[config.mk]
export PLATFORM = sky130hd
export DESIGN_NAME = scl_clock_sync
export DESIGN_NICKNAME = d
export VERILOG_FILES = /design/src/rtl/scl_sync_pkg.sv /design/src/rtl/scl_in_sync.sv /design/src/rtl/scl_period_cnt.sv /design/src/rtl/scl_phase_fsm.sv /design/src/rtl/scl_clock_sync.sv
export SDC_FILE = /design/constraint.sdc
export NUM_CORES = 1
export LEC_CHECK = 0
export BUFFER_PORTS_ARGS = -buffer_cell sky130_fd_sc_hd__buf_2
export CAP_MARGIN = 20
export CORE_ASPECT_RATIO = 0.7
export CORE_MARGIN = 5
export CORE_UTILIZATION = 47
export CTS_CLUSTER_DIAMETER = 100
export DETAILED_ROUTE_END_ITERATION = 16
export GPL_TIMING_DRIVEN = 0
export PLACE_DENSITY_LB_ADDON = 0.2
export RECOVER_POWER = 100
export SYNTH_ARGS = -nofsm -noshare
export SYNTH_HDL_FRONTEND = slang
export SYNTH_HIERARCHICAL = 1
export SYNTH_SLANG_ARGS = --single-unit
[constraint.sdc]
create_clock -name clk -period 4.95 [get_ports clk]
set_input_delay 0.2475 -clock clk [delete_from_list [all_inputs] [get_ports clk]]
set_output_delay 0.2475 -clock clk [all_outputs]
set_load 0.01 [all_outputs]
[src/rtl/scl_sync_pkg.sv]
package scl_sync_pkg;
  typedef enum logic [2:0] {
    PH_IDLE  = 3'd0,
    PH_HWAIT = 3'd1,
    PH_HIGH  = 3'd2,
    PH_PULL  = 3'd3,
    PH_LOW   = 3'd4
  } phase_e;
endpackage

[src/rtl/scl_in_sync.sv]
module scl_in_sync #(
  parameter int STAGES = 2
) (
  input  logic clk,
  input  logic rst_n,
  input  logic scl_raw,
  output logic level,
  output logic fall_stb,
  output logic rise_stb
);
  logic [STAGES-1:0] chain;
  logic              last;

  // the line idles high, so the flops reset to 1
  always_ff @(posedge clk or negedge rst_n) begin
    if (!rst_n) begin
      chain <= '1;
      last  <= 1'b1;
    end else begin
      chain <= {chain[STAGES-2:0], scl_raw};
      last  <= chain[STAGES-1];
    end
  end

  assign level    = chain[STAGES-1];
  assign fall_stb = last & ~level;
  assign rise_stb = ~last & level;

  // an edge strobe never lasts two cycles
  a_r8_fall_single: assert property (@(posedge clk) disable iff (!rst_n)
    fall_stb |=> !fall_stb);
  a_r8_rise_single: assert property (@(posedge clk) disable iff (!rst_n)
    rise_stb |=> !rise_stb);
endmodule

[src/rtl/scl_period_cnt.sv]
module scl_period_cnt #(
  parameter int W = 8
) (
  input  logic         clk,
  input  logic         rst_n,
  input  logic         clr,
  input  logic         run,
  input  logic [W-1:0] lim,
  output logic         expired
);
  localparam logic [W-1:0] ONE = {{(W-1){1'b0}}, 1'b1};
  logic [W-1:0] cnt;

  always_ff @(posedge clk or negedge rst_n) begin
    if (!rst_n)   cnt <= '0;
    else if (clr) cnt <= '0;
    else if (run) cnt <= cnt + ONE;
  end

  assign expired = (cnt == lim - ONE);

  // a running count never passes its limit
  a_r2_cnt_in_range: assert property (@(posedge clk) disable iff (!rst_n)
    run |-> (cnt < lim));
endmodule

[src/rtl/scl_phase_fsm.sv]
module scl_phase_fsm
  import scl_sync_pkg::*;
(
  input  logic   clk,
  input  logic   rst_n,
  input  logic   en,
  input  logic   level,
  input  logic   fall,
  input  logic   expired,
  output phase_e st,
  output logic   cnt_clr,
  output logic   cnt_run
);
  phase_e nxt;

  always_comb begin
    nxt     = st;
    cnt_clr = 1'b0;
    if (!en) begin
      nxt     = PH_IDLE;
      cnt_clr = 1'b1;
    end else begin
      unique case (st)
        PH_IDLE: begin
          nxt     = PH_HWAIT;
          cnt_clr = 1'b1;
        end
        PH_HWAIT: begin
          if (level) begin
            nxt     = PH_HIGH;
            cnt_clr = 1'b1;
          end
        end
        PH_HIGH: begin
          if (fall) begin
            nxt     = PH_LOW;
            cnt_clr = 1'b1;
          end else if (expired) begin
            nxt     = PH_PULL;
            cnt_clr = 1'b1;
          end
        end
        PH_PULL: begin
          if (fall) begin
            nxt     = PH_LOW;
            cnt_clr = 1'b1;
          end
        end
        PH_LOW: begin
          if (fall)         cnt_clr = 1'b1;
          else if (expired) nxt     = PH_HWAIT;
        end
        default: begin
          nxt     = PH_IDLE;
          cnt_clr = 1'b1;
        end
      endcase
    end
  end

  assign cnt_run = (st == PH_LOW) || (st == PH_HIGH);

  always_ff @(posedge clk or negedge rst_n) begin
    if (!rst_n) st <= PH_IDLE;
    else        st <= nxt;
  end

  // a low line keeps the block waiting, with no timeout
  a_r5_wait_holds: assert property (@(posedge clk) disable iff (!rst_n)
    (en && st == PH_HWAIT && !level) |=> (st == PH_HWAIT));
  // a bus fall during the high count starts the low phase
  a_r7_fall_aborts_high: assert property (@(posedge clk) disable iff (!rst_n)
    (en && st == PH_HIGH && fall) |=> (st == PH_LOW));
  // an expired low count always lets go of the line
  a_r2_low_releases: assert property (@(posedge clk) disable iff (!rst_n)
    (en && st == PH_LOW && expired && !fall) |=> (st == PH_HWAIT));
endmodule

[src/rtl/scl_clock_sync.sv]
module scl_clock_sync
  import scl_sync_pkg::*;
#(
  parameter int CNT_W       = 8,
  parameter int SYNC_STAGES = 2
) (
  input  logic             clk,
  input  logic             rst_n,
  input  logic             en,
  input  logic [CNT_W-1:0] low_cnt,
  input  logic [CNT_W-1:0] high_cnt,
  input  logic             scl_i,
  output logic             scl_oe,
  output logic             scl_level,
  output logic             hold_wait,
  output logic             clk_active,
  output logic             fall_stb,
  output logic             rise_stb
);
  localparam logic [CNT_W-1:0] MIN_LIM = {{(CNT_W-1){1'b0}}, 1'b1};

  phase_e           st;
  logic             cnt_clr, cnt_run, expired;
  logic [CNT_W-1:0] low_lim, high_lim, cur_lim;

  scl_in_sync #(.STAGES(SYNC_STAGES)) u_sync (
    .clk(clk), .rst_n(rst_n), .scl_raw(scl_i),
    .level(scl_level), .fall_stb(fall_stb), .rise_stb(rise_stb)
  );

  // limits are captured once, as the block leaves idle; 0 is raised to 1
  always_ff @(posedge clk or negedge rst_n) begin
    if (!rst_n) begin
      low_lim  <= MIN_LIM;
      high_lim <= MIN_LIM;
    end else if (en && st == PH_IDLE) begin
      low_lim  <= (low_cnt  == '0) ? MIN_LIM : low_cnt;
      high_lim <= (high_cnt == '0) ? MIN_LIM : high_cnt;
    end
  end

  assign cur_lim = (st == PH_LOW) ? low_lim : high_lim;

  scl_period_cnt #(.W(CNT_W)) u_cnt (
    .clk(clk), .rst_n(rst_n), .clr(cnt_clr), .run(cnt_run),
    .lim(cur_lim), .expired(expired)
  );

  scl_phase_fsm u_fsm (
    .clk(clk), .rst_n(rst_n), .en(en), .level(scl_level),
    .fall(fall_stb), .expired(expired), .st(st),
    .cnt_clr(cnt_clr), .cnt_run(cnt_run)
  );

  assign scl_oe     = (st == PH_PULL) || (st == PH_LOW);
  assign hold_wait  = (st == PH_HWAIT);
  assign clk_active = (st != PH_IDLE);

  // dropping enable releases the line next cycle
  a_r10_disable_release: assert property (@(posedge clk) disable iff (!rst_n)
    !en |=> (!scl_oe && !clk_active));
  // limits do not move while the block runs
  a_r9_limits_hold: assert property (@(posedge clk) disable iff (!rst_n)
    (clk_active && $past(clk_active)) |-> ($stable(low_lim) && $stable(high_lim)));
endmodule

* Word-level counts from Yosys, hierarchy flattened
Cells that the tools add are included.
** Word-level totals
- Register bits :: 30
- Bits of input ports :: 20
- Output and inout port bits :: 6
- Logic and storage cells :: 51
** Cells by class
- $add $sub $neg :: 2
- Equality and inequality tests :: 10
- Multiplexer cells :: 19
- Bitwise operators :: 4
- Reduce and logical (&&, ||, !) cells :: 10
** Operators by type and width (number)
- two-way mux 8 bit :: 5
- two-way mux 3 bit :: 7
- zero test 8 bit :: 2
- one-hot mux 3 bit (5 select lines) :: 1
- inequality test 3 bit (second input constant) :: 3
- adder 8 x 1 -> 8 bit (second input constant) :: 1
- equality test 8 bit :: 1
- subtractor 8 x 1 -> 8 bit (second input constant) :: 1
- equality test 3 x 2 -> 1 bit (second input constant) :: 2
- two-way mux 1 bit :: 5
- AND reduction 5 bit :: 1
- inequality test 4 bit (second input constant) :: 1
- equality test 3 x 1 -> 1 bit (second input constant) :: 1
- equality test 3 bit (second input constant) :: 1
- zero test 3 bit :: 1
- inequality test 3 x 2 -> 1 bit (second input constant) :: 1
- one-hot mux 1 bit (3 select lines) :: 1
- nonzero test 3 bit :: 1
- AND 1 bit :: 2
- logical OR 1 bit :: 2
- inverter 1 bit :: 2
- nonzero test 2 bit :: 1
- OR reduction 2 bit :: 1
- logical AND 1 bit :: 1

* Longest topological paths before layout
Gate-level depths: netlist of the first run.
- Depth in word-level cells :: 9
- Mapped depth :: 14
- Gate-level depth less buffers :: 13

* Hierarchy
The synthesis of the first run kept the hierarchy.
** By module, submodules not included
- scl_clock_sync :: times used 1, cells each 55, area each 797.0 µm², seq. area each 402.9 µm²
- scl_period_cnt :: times used 1, cells each 70, area each 633.1 µm², seq. area each 200.2 µm²
- scl_phase_fsm :: times used 1, cells each 32, area each 272.8 µm², seq. area each 75.1 µm²
- scl_in_sync :: times used 1, cells each 5, area each 93.8 µm², seq. area each 78.8 µm²

* Worst setup path after synthesis of the first run
Ideal clock, no wire load.
- Path type :: register -> register
- Start :: register u_fsm.st[0]
- End :: register u_cnt.cnt[6]
- Setup time :: 0.132 ns
- Arrival time :: 3.752 ns
- Data required time :: 4.818 ns
- Path slack :: 1.066 ns
- Stages on the path, launching flop included :: 15
- Path buffers :: 1
- Period minus slack after synthesis :: 3.884 ns
- Path through :: dfrtp_1 -> nor3b_2 -> mux2_2 -> inv_1 -> ha_1 -> or3b_1 -> a211oi_1 -> o211ai_1 -> a211oi_1 -> a21oi_1 -> o2111ai_1 -> clkbuf_1 -> o2111ai_1 -> xor2_1 -> nor2_1
** Between the ends
- Longest elaborated chain between the ends :: 9
- Elaborated cells on any way between the ends :: 15
- Those cells by class :: 1 x add/sub; 5 x eq/ne; 6 x mux; 3 x reduce/logical
** Ends and longest elaborated chain
- from (decl) :: line scl_phase_fsm.sv:10 : output phase_e st,
- from (signal assigned) :: line scl_phase_fsm.sv:65 : else st <= nxt;
- equality test 3 bit * :: line scl_clock_sync.sv:42 : assign cur_lim = (st == PH_LOW) ? low_lim : high_lim;
- two-way mux 8 bit * :: line scl_clock_sync.sv:42
- via cur_lim[0] :: line scl_clock_sync.sv:24 : logic [CNT_W-1:0] low_lim, high_lim, cur_lim;
- subtractor 8 x 1 -> 8 bit * :: line scl_period_cnt.sv:20 : assign expired = (cnt == lim - ONE);
- equality test 8 bit * :: line scl_period_cnt.sv:20
- via expired :: line scl_clock_sync.sv:23 : logic cnt_clr, cnt_run, expired;
- two-way mux 1 bit * :: line scl_phase_fsm.sv:38 : end else if (expired) begin
- two-way mux 1 bit * :: line scl_phase_fsm.sv:35 : if (fall) begin
- one-hot mux 1 bit (3 select lines) * :: line scl_phase_fsm.sv:23 : unique case (st)
- two-way mux 1 bit * :: line scl_phase_fsm.sv:19 : if (!en) begin
- via cnt_clr :: line scl_clock_sync.sv:23
- two-way mux 8 bit / nonzero test 2 bit (equally long branches)
- to (signal assigned) :: line scl_period_cnt.sv:17 : else if (run) cnt <= cnt + ONE;
- to (decl) :: line scl_period_cnt.sv:12 : logic [W-1:0] cnt;
The timed path passes the listed nets; every way through them passes the cells marked *.
A chain may end at the register's enable or synchronous reset.

* Worst setup path in the final report of the first run
Ends and elaborated chain as after synthesis.

==> results of run 1 <==
[through the flow]
step / hold slack (ns) / worst slack, ns / total power [W]
3_3_place_gp: 0.307 / 0.532 / 0.000555
3_5_place_dp: 0.320 / 0.364 / 0.000565
6_report: 0.0681 / 0.564 / 0.000737
5_1_grt: 0.0539 / 0.160 / 0.000789
4_1_cts: 0.0195 / 0.355 / 0.000768
2_1_floorplan: -0.0481 / 1.07 / 0.000506
[logic make-up after synthesis]
kind of cell             Yosys count
adder cells (fa/ha/maj)            3
flip-flops                        30
AND/OR/NAND/NOR                   57
multiplexers                      23
XOR/XNOR                          15
AO/OA/AOI/OAI                     26
buffers and inverters              8
[power by group through the flow]
stage          clock network, W  logic [W]  registers [W]
2_1_floorplan                 0   0.000186       0.000320
5_1_grt                0.000219   0.000237       0.000333
3_3_place_gp                  0   0.000227       0.000328
4_1_cts                0.000205   0.000236       0.000328
3_5_place_dp                  0   0.000234       0.000331
6_report               0.000197   0.000214       0.000326
[flip-flops by register name, indices dropped and copies added (netlist names)]
| register | cells |
|---|---|
| u_sync/last | 1 |
| u_sync/chain | 2 |
| u_cnt/cnt | 8 |
| u_fsm/st | 3 |
| high_lim | 8 |
| low_lim | 8 |
[layer usage]
layer  wire, um  up-vias
met3        163        5
met2       1650       24
li1           -      655
met1       1740      647
met5          0        -
met4         38        0
[final timing paths]
check / to / slack (ns)
max in group asynchronous: u_cnt/cnt[4] / 3.66
min in group asynchronous: high_lim[3] / 0.37
worst max register to register: u_cnt/cnt[6] / 0.56
worst min-delay path: u_sync/chain[0] / 0.07
worst min register to register: u_sync/chain[1] / 0.36
worst max-delay path: u_cnt/cnt[6] / 0.56
[Yosys cell counts, drive strengths merged, types with 4 or more instances]
library cell  instances
a21oi                 7
dfrtp                25
dfstp                 5
mux2                 22
nand2                 4
nor2                 17
nor3                  5
nor4                  4
o21ai                 5
xnor2                 7
xor2                  8
[cell type report]
class,instances,area (um2),share of cell area (%)
Inverter,2,7.51,0.370
Buffer,6,31.3,1.54
Clock buffer,7,86.3,4.26
Sequential cell,30,757,37.3
Multi-Input combinational cell,124,961,47.4
Tap cell,50,62.6,3.08
Clock inverter,1,5.00,0.247
Timing Repair Buffer,25,118,5.80
[critical path, stage by stage, from the launching register on]
cell and delay [ns]:
dfrtp_1 0.53, nor3b_4 0.51, mux2_1 0.43, inv_1 0.09, ha_1 0.22, or3b_1 0.42
a211oi_1 0.27, o211ai_1 0.13, a211oi_1 0.52, a21oi_1 0.14, o2111ai_1 0.19, clkbuf_1 0.37
o2111ai_1 0.20, xor2_1 0.17, nor2_1 0.06
==> qor.txt, run 1 <==
failing checks - capacitance limit, slew limit
core area - 0.00360 mm2
Worst Setup Path Type - reg -> reg
ant diodes - 0
reg2reg start - u_fsm/st[0]
post-synth top area share - 34.8%
crit path from - u_fsm/st[0]
worst r2r path cells - 14
GPL Wtd Cong - 0.797
CP Max Fanout - 14
DR DRC count - 0
period utilisation layout - 88.6%
Seq/Total Area, Yosys - 42.1%
global-route wire length before repair - 6.31 mm
grt ovf - 0
Final Max Slew Viols - 41
Synth area leaders - dfrtp_1 35%, mux2_2 10%, dfstp_2 7.3%
RSZ-0062 raised after global routing - false
final setup fails - 0
final std cells w/o fill - 245
vias - 1331
worst hold path cell count - 1
combinational family with the most area after synthesis - simple AND/OR/NAND/NOR gates
Synth Flop Type - dfrtp_1
distinct cell type count after synthesis - 52
met2 usage - 25.4%
logic gate share of total power - 29.1%
number of synthesized flops with an enable pin - 0
setup TNS - 0 ns
commonest non-fill, non-tap cell in the layout - dfrtp_1
synthesized area - 0.00180 mm2
WL/cell - 14.7 um
Max IR drop VDD - 0.203 mV
Avg Vias per Cell - 5.43
Mapped Nets - 184
most frequent cells in the layout - 25 x dfrtp_1, 20 x buf_2, 17 x nor2_1, 14 x mux2_2, 11 x clkbuf_1
Synth Area in Compound Gates - 10.1%
Pwr Density - 364 mW/mm2
Inst Count DP - 237
Post-Synthesis Cells - 162
#FFs+latches synth - 30
worst hold path class - in -> reg
Switching Share - 30.5%
CTS max path bufs - 2
area delta synth->final - 12.9%
internal power - 0.000512 W
Post-layout nets - 216
Leak - 0.833 nW
arrival time worst endpoint - 4.53 ns
Min Clock Period, post-route - 4.39 ns
Synth Area in Simple Gates - 20.3%
clock network fraction of total power - 26.8%
post-route ant nets - 0
WL final - 3.60 mm
Total GRT Usage - 15.5%
end-of-flow core utilization - 56.3%
Max Cap Violations - 2
vias in the first global route - 1365
reported net switching power - 0.000225 W
fill count - 335
clock root buffer - clkbuf_8
starting density of the core - 49.9%
share of power burned in registers - 44.2%
Port Buffers - 25
Post-Synth Adder-Cell Area - 2.02%
pin count of the biggest net entering global routing - 31
Post-CTS Hold Buffers - 0
ys async rst share - 100%
die height - 61.7 um
# Post-CTS Setup Buffers - 0
hold_sp - scl_i
Post-Layout Inst Area - 0.00203 mm2
Die W - 83.9 um
synth warn - 6
final hold vios - 0
Slew HR - -32.3%
grt peak-use layer - met2
grt met3 use - 4.87%
Req. time, crit path - 5.09 ns
Post-DP Area - 0.00198 mm2
Max Freq - 0.228 GHz
M1 GR Usage - 20.0%
run status - complete, but fails checks
HPWL Detailed - 2.71 mm
Worst Setup End Kind - flop
cell taking the most area after synthesis - dfrtp_1
CTS Buf Count - 5
CTS tree - built
TritonCTS sink count - 30
CTS clk-pin slew, worst paths - 0.06 ns
post_cts resized - 0
Rows - 18
H-tree levels - 2
Skew-Pair Late Insertion Delay - 0.27 ns
DRT iter0 DRCs - 40
layout cell share with drive strength beyond 1 - 27.7%
Synth Area per Inst - 11.1 um2
multiplexer share of the synthesized area - 15.6%
worst slew pin tran - 1.96 ns
I/O pins - 26
Synth Area in XOR/XNOR - 7.31%
clock skew - 0.00280 ns
first-pass iteration count of the detailed router - 4
startpoint types - flop
die footprint - 0.00518 mm2
initial antenna violation count - 0
(Power assumes the default switching activity.)
==> inputs of run 2 (changes only) <==
--- a/config.mk
+++ b/config.mk
@@ -7,2 +7,3 @@
 export LEC_CHECK = 0
+export ABC_AREA = 1
 export BUFFER_PORTS_ARGS = -buffer_cell sky130_fd_sc_hd__buf_2
@@ -15,2 +16,3 @@
 export GPL_TIMING_DRIVEN = 0
+export MAX_ROUTING_LAYER = met4
 export PLACE_DENSITY_LB_ADDON = 0.2
==> constraint.sdc (replaced) <==
create_clock -name clk -period 4.95 [get_ports clk]
set_input_delay 0.99 -clock clk [delete_from_list [all_inputs] [get_ports clk]]
set_output_delay 0.99 -clock clk [all_outputs]
set_load 0.01 [all_outputs]
==> run 2 against run 1 <==
The run still ends with capacitance limit, slew limit left. Critical path depth is 6 higher. Flip-flop and latch count stayed put. Global-route usage is 2.5 points higher. Via count is 44% higher. Non-clock buffer count is 1 lower. Worst hold slack better by 0.30 ns. Largest cell class unchanged. Highest routed layer unchanged.
==> qor.txt, run 2 <==
Worst Setup End Kind - flop
commonest non-fill, non-tap cell in the layout - nand2_1
synth warn - 6 (unchanged)
RSZ-0062 raised after global routing - false
logic gate share of total power - 47.8% (+19 points)
Mapped Nets - 312 (+70%)
final setup fails - 0 (unchanged)
global-route wire length before repair - 7.77 mm (+23%)
Seq/Total Area, Yosys - 38.2% (-3.9 points)
Total GRT Usage - 18.0% (+2.5 points)
Max IR drop VDD - 0.241 mV (+18%)
Post-layout nets - 344 (+59%)
Max Freq - 0.247 GHz (+8.3%)
largest registers - high_lim: 8 flops, low_lim: 8 flops, u_cnt/cnt: 8 flops
vias - 1910 (+44%)
most frequent cells in the layout - 82 x nand2_1, 44 x inv_1, 36 x nor2_1, 34 x nand3_1, 25 x dfrtp_1
post-route ant nets - 0 (unchanged)
initial antenna violation count - 0 (unchanged)
core area - 0.00399 mm2 (+11%)
top-count cell post-synth - nand2_1
pin count of the biggest net entering global routing - 31 (unchanged)
synthesized area - 0.00198 mm2 (+10%)
Synth Flop Type - dfrtp_1
HPWL Detailed - 3.53 mm (+30%)
grt ovf - 0 (unchanged)
met1 wire length - 2.33 mm (+34%)
DR DRC count - 0 (unchanged)
internal power - 0.000630 W (+23%)
Synth Area per Inst - 6.83 um2 (-38%)
worst slew pin tran - 1.61 ns (-0.347 ns)
Post-Layout Inst Area - 0.00221 mm2 (+9.1%)
startpoint types - flop
Pwr Density - 516 mW/mm2 (+42%)
Slew HR - -7.29% (+25 points)
first-pass iteration count of the detailed router - 7 (+3)
WL final - 4.58 mm (+27%)
arrival time worst endpoint - 4.27 ns (-0.26 ns)
#FFs+latches synth - 30 (unchanged)
clock network fraction of total power - 18.1% (-8.7 points)
worst hold path class - reg -> reg
number of synthesized flops with an enable pin - 0 (unchanged)
Min Clock Period, post-route - 4.05 ns (-0.336 ns)
share of power burned in registers - 34.1% (-10 points)
Synth area leaders - dfrtp_1 32%, nand2_1 15%, inv_1 8.3%
met3 routed WL - 301 um (+85%)
period utilisation layout - 81.8% (-6.8 points)
CTS clk-pin slew, worst paths - 0.06 ns (about the same)
failing checks - capacitance limit, slew limit
run status - complete, but fails checks
Post-Synthesis Cells - 290 (+79%)
clock root buffer - clkbuf_8
commonest cells in the netlist - 81 x nand2_1, 44 x inv_1, 35 x nor2_1
clock skew - 0.00510 ns (+0.00230 ns)
layout cell share with drive strength beyond 1 - 14.2% (-13 points)
starting density of the core - 49.6% (-0.30 points)
post_cts resized - 0 (unchanged)
PnR worst setup slack - 0.899 ns (+0.336 ns)
setup TNS - 0 ns (unchanged)
distinct cell type count after synthesis - 27 (-48%)
setup slack after placement - 1.26 ns (+0.896 ns)
Leak - 1.17 nW (+40%)
Skew-Pair Late Insertion Delay - 0.29 ns (+0.02 ns)
CTS tree - built
highest routed layer - met4
# Post-CTS Setup Buffers - 0 (unchanged)
post-synth top area share - 31.6% (-3.2 points)
Die W - 87.6 um (+4.4%)
CTS max path bufs - 2 (unchanged)
DRT iter0 DRCs - 119 (+200%)
Worst Setup Path Type - reg -> reg
die footprint - 0.00563 mm2 (+8.7%)
area delta synth->final - 11.8%
Max Cap Violations - 1 (-1)
Post-CTS Hold Buffers - 0 (unchanged)
ys async rst share - 100% (unchanged)
H-tree levels - 2 (unchanged)
Rows - 19 (+1)
WL/cell - 12.2 um (-17%)
GPL Wtd Cong - 0.878 (+10%)
die height - 64.3 um (+4.2%)
cell taking the most area after synthesis - dfrtp_1
I/O pins - 26 (unchanged)
Req. time, crit path - 5.17 ns (+0.08 ns)
Port Buffers - 25 (unchanged)
routed wl met2 - 1.88 mm (+13%)
CP Max Fanout - 10 (-4)
Avg Vias per Cell - 5.09 (-6.2%)
ant diodes - 0 (unchanged)
TritonCTS sink count - 30 (unchanged)
Post-DP Area - 0.00217 mm2 (+9.3%)
CTS Buf Count - 5 (unchanged)
Switching Share - 44.8% (+14 points)
reported net switching power - 0.000511 W (+130%)
final hold vios - 0 (unchanged)
vias in the first global route - 1739 (+27%)
Final Max Slew Viols - 31 (-24%)
-- run 2: cell types whose count changed in the layout (fill, tap and decap cells not counted), moves of 8 or more --
| cell | before | now |
|---|---|---|
| mux2_1 | 8 | 0 |
| nand3_1 | 1 | 34 |
| o21ai_0 | 3 | 19 |
| nor2_1 | 17 | 36 |
| mux2_2 | 14 | 0 |
| nand2_1 | 4 | 82 |
| inv_1 | 2 | 44 |
-- run 2: cells by family (layout without fill, tap and decap cells) --
kind of cell / Yosys count / in the layout / share of synthesized area, %
compound gates: 32 / 32 / 8.41
xor+xnor: 8 / 8 / 3.54
fa+ha+maj: 2 / 2 / 1.26
buf+inv: 54 / 87 / 11.9
flops: 30 / 30 / 38.2
simple gates: 164 / 164 / 36.7
-- run 2: critical path, cell delays in order, from the launching register on --
cell      delay (ns)
dfrtp_1         0.49
clkbuf_1        0.40
nand2_2         0.24
o21ai_0         0.53
inv_1           0.16
ha_1            0.28
inv_1           0.08
nand2_1         0.05
nand3_1         0.07
nand3_1         0.09
nor2_1          0.10
nand3_1         0.08
nor2_1          0.22
a31oi_1         0.12
o21ai_1         0.28
nor2_1          0.17
nor2_4          0.15
nand3_1         0.13
o21ai_1         0.15
nand2_1         0.07
nor2_1          0.09
-- run 2: layout make-up --
cell class              count  area (um2)
multi-input cells         206         965
well taps                  52        65.1
clock inverters             1        5.00
fillers                   390        1780
repair buffers             25         119
clock buffers               7        86.3
plain buffers               5        30.0
flip-flops and latches     30         757
inverters                  49         185
-- run 2: path summary, 6_finish.rpt --
check                                start               to  slack, ns  depth (start not counted)
setup / recovery               u_fsm/st[2]     u_cnt/cnt[6]       0.90                         20
hold / removal             u_sync/chain[0]  u_sync/chain[1]       0.36                          0
setup reg to reg               u_fsm/st[2]     u_cnt/cnt[6]       0.90                         20
hold reg to reg            u_sync/chain[0]  u_sync/chain[1]       0.36                          0
max in group asynchronous            rst_n      high_lim[2]       2.91                          1
min in group asynchronous            rst_n      high_lim[4]       1.09                          1
-- run 2: through the flow --
step	hold WS (ns)	std cells	total power, W	util [%]
6_report	0.364	375	0.00114	55.4
5_1_grt	0.373	375	0.00125	55.4
4_1_cts	0.363	375	0.00117	56.6
3_5_place_dp	0.349	367	0.000959	54.3
3_3_place_gp	0.353	367	0.000942	54.3
2_1_floorplan	0.345	290	0.000819	-
-- run 2: power groups by stage --
stage | Sequential (W) | Combinational, W | Clock [W]
floorplan | 0.000374 | 0.000445 | 0
finish | 0.000389 | 0.000545 | 0.000206
CTS | 0.000389 | 0.000569 | 0.000213
global route | 0.000400 | 0.000628 | 0.000222
global placement | 0.000391 | 0.000551 | 0
detailed placement | 0.000393 | 0.000567 | 0
-- run 2: routing by layer --
metal,vias to the layer above,GRT usage (%)
met4,0,6.32
li1,963,-
met3,8,3.85
met5,-,-
met1,881,26.4
met2,58,24.0
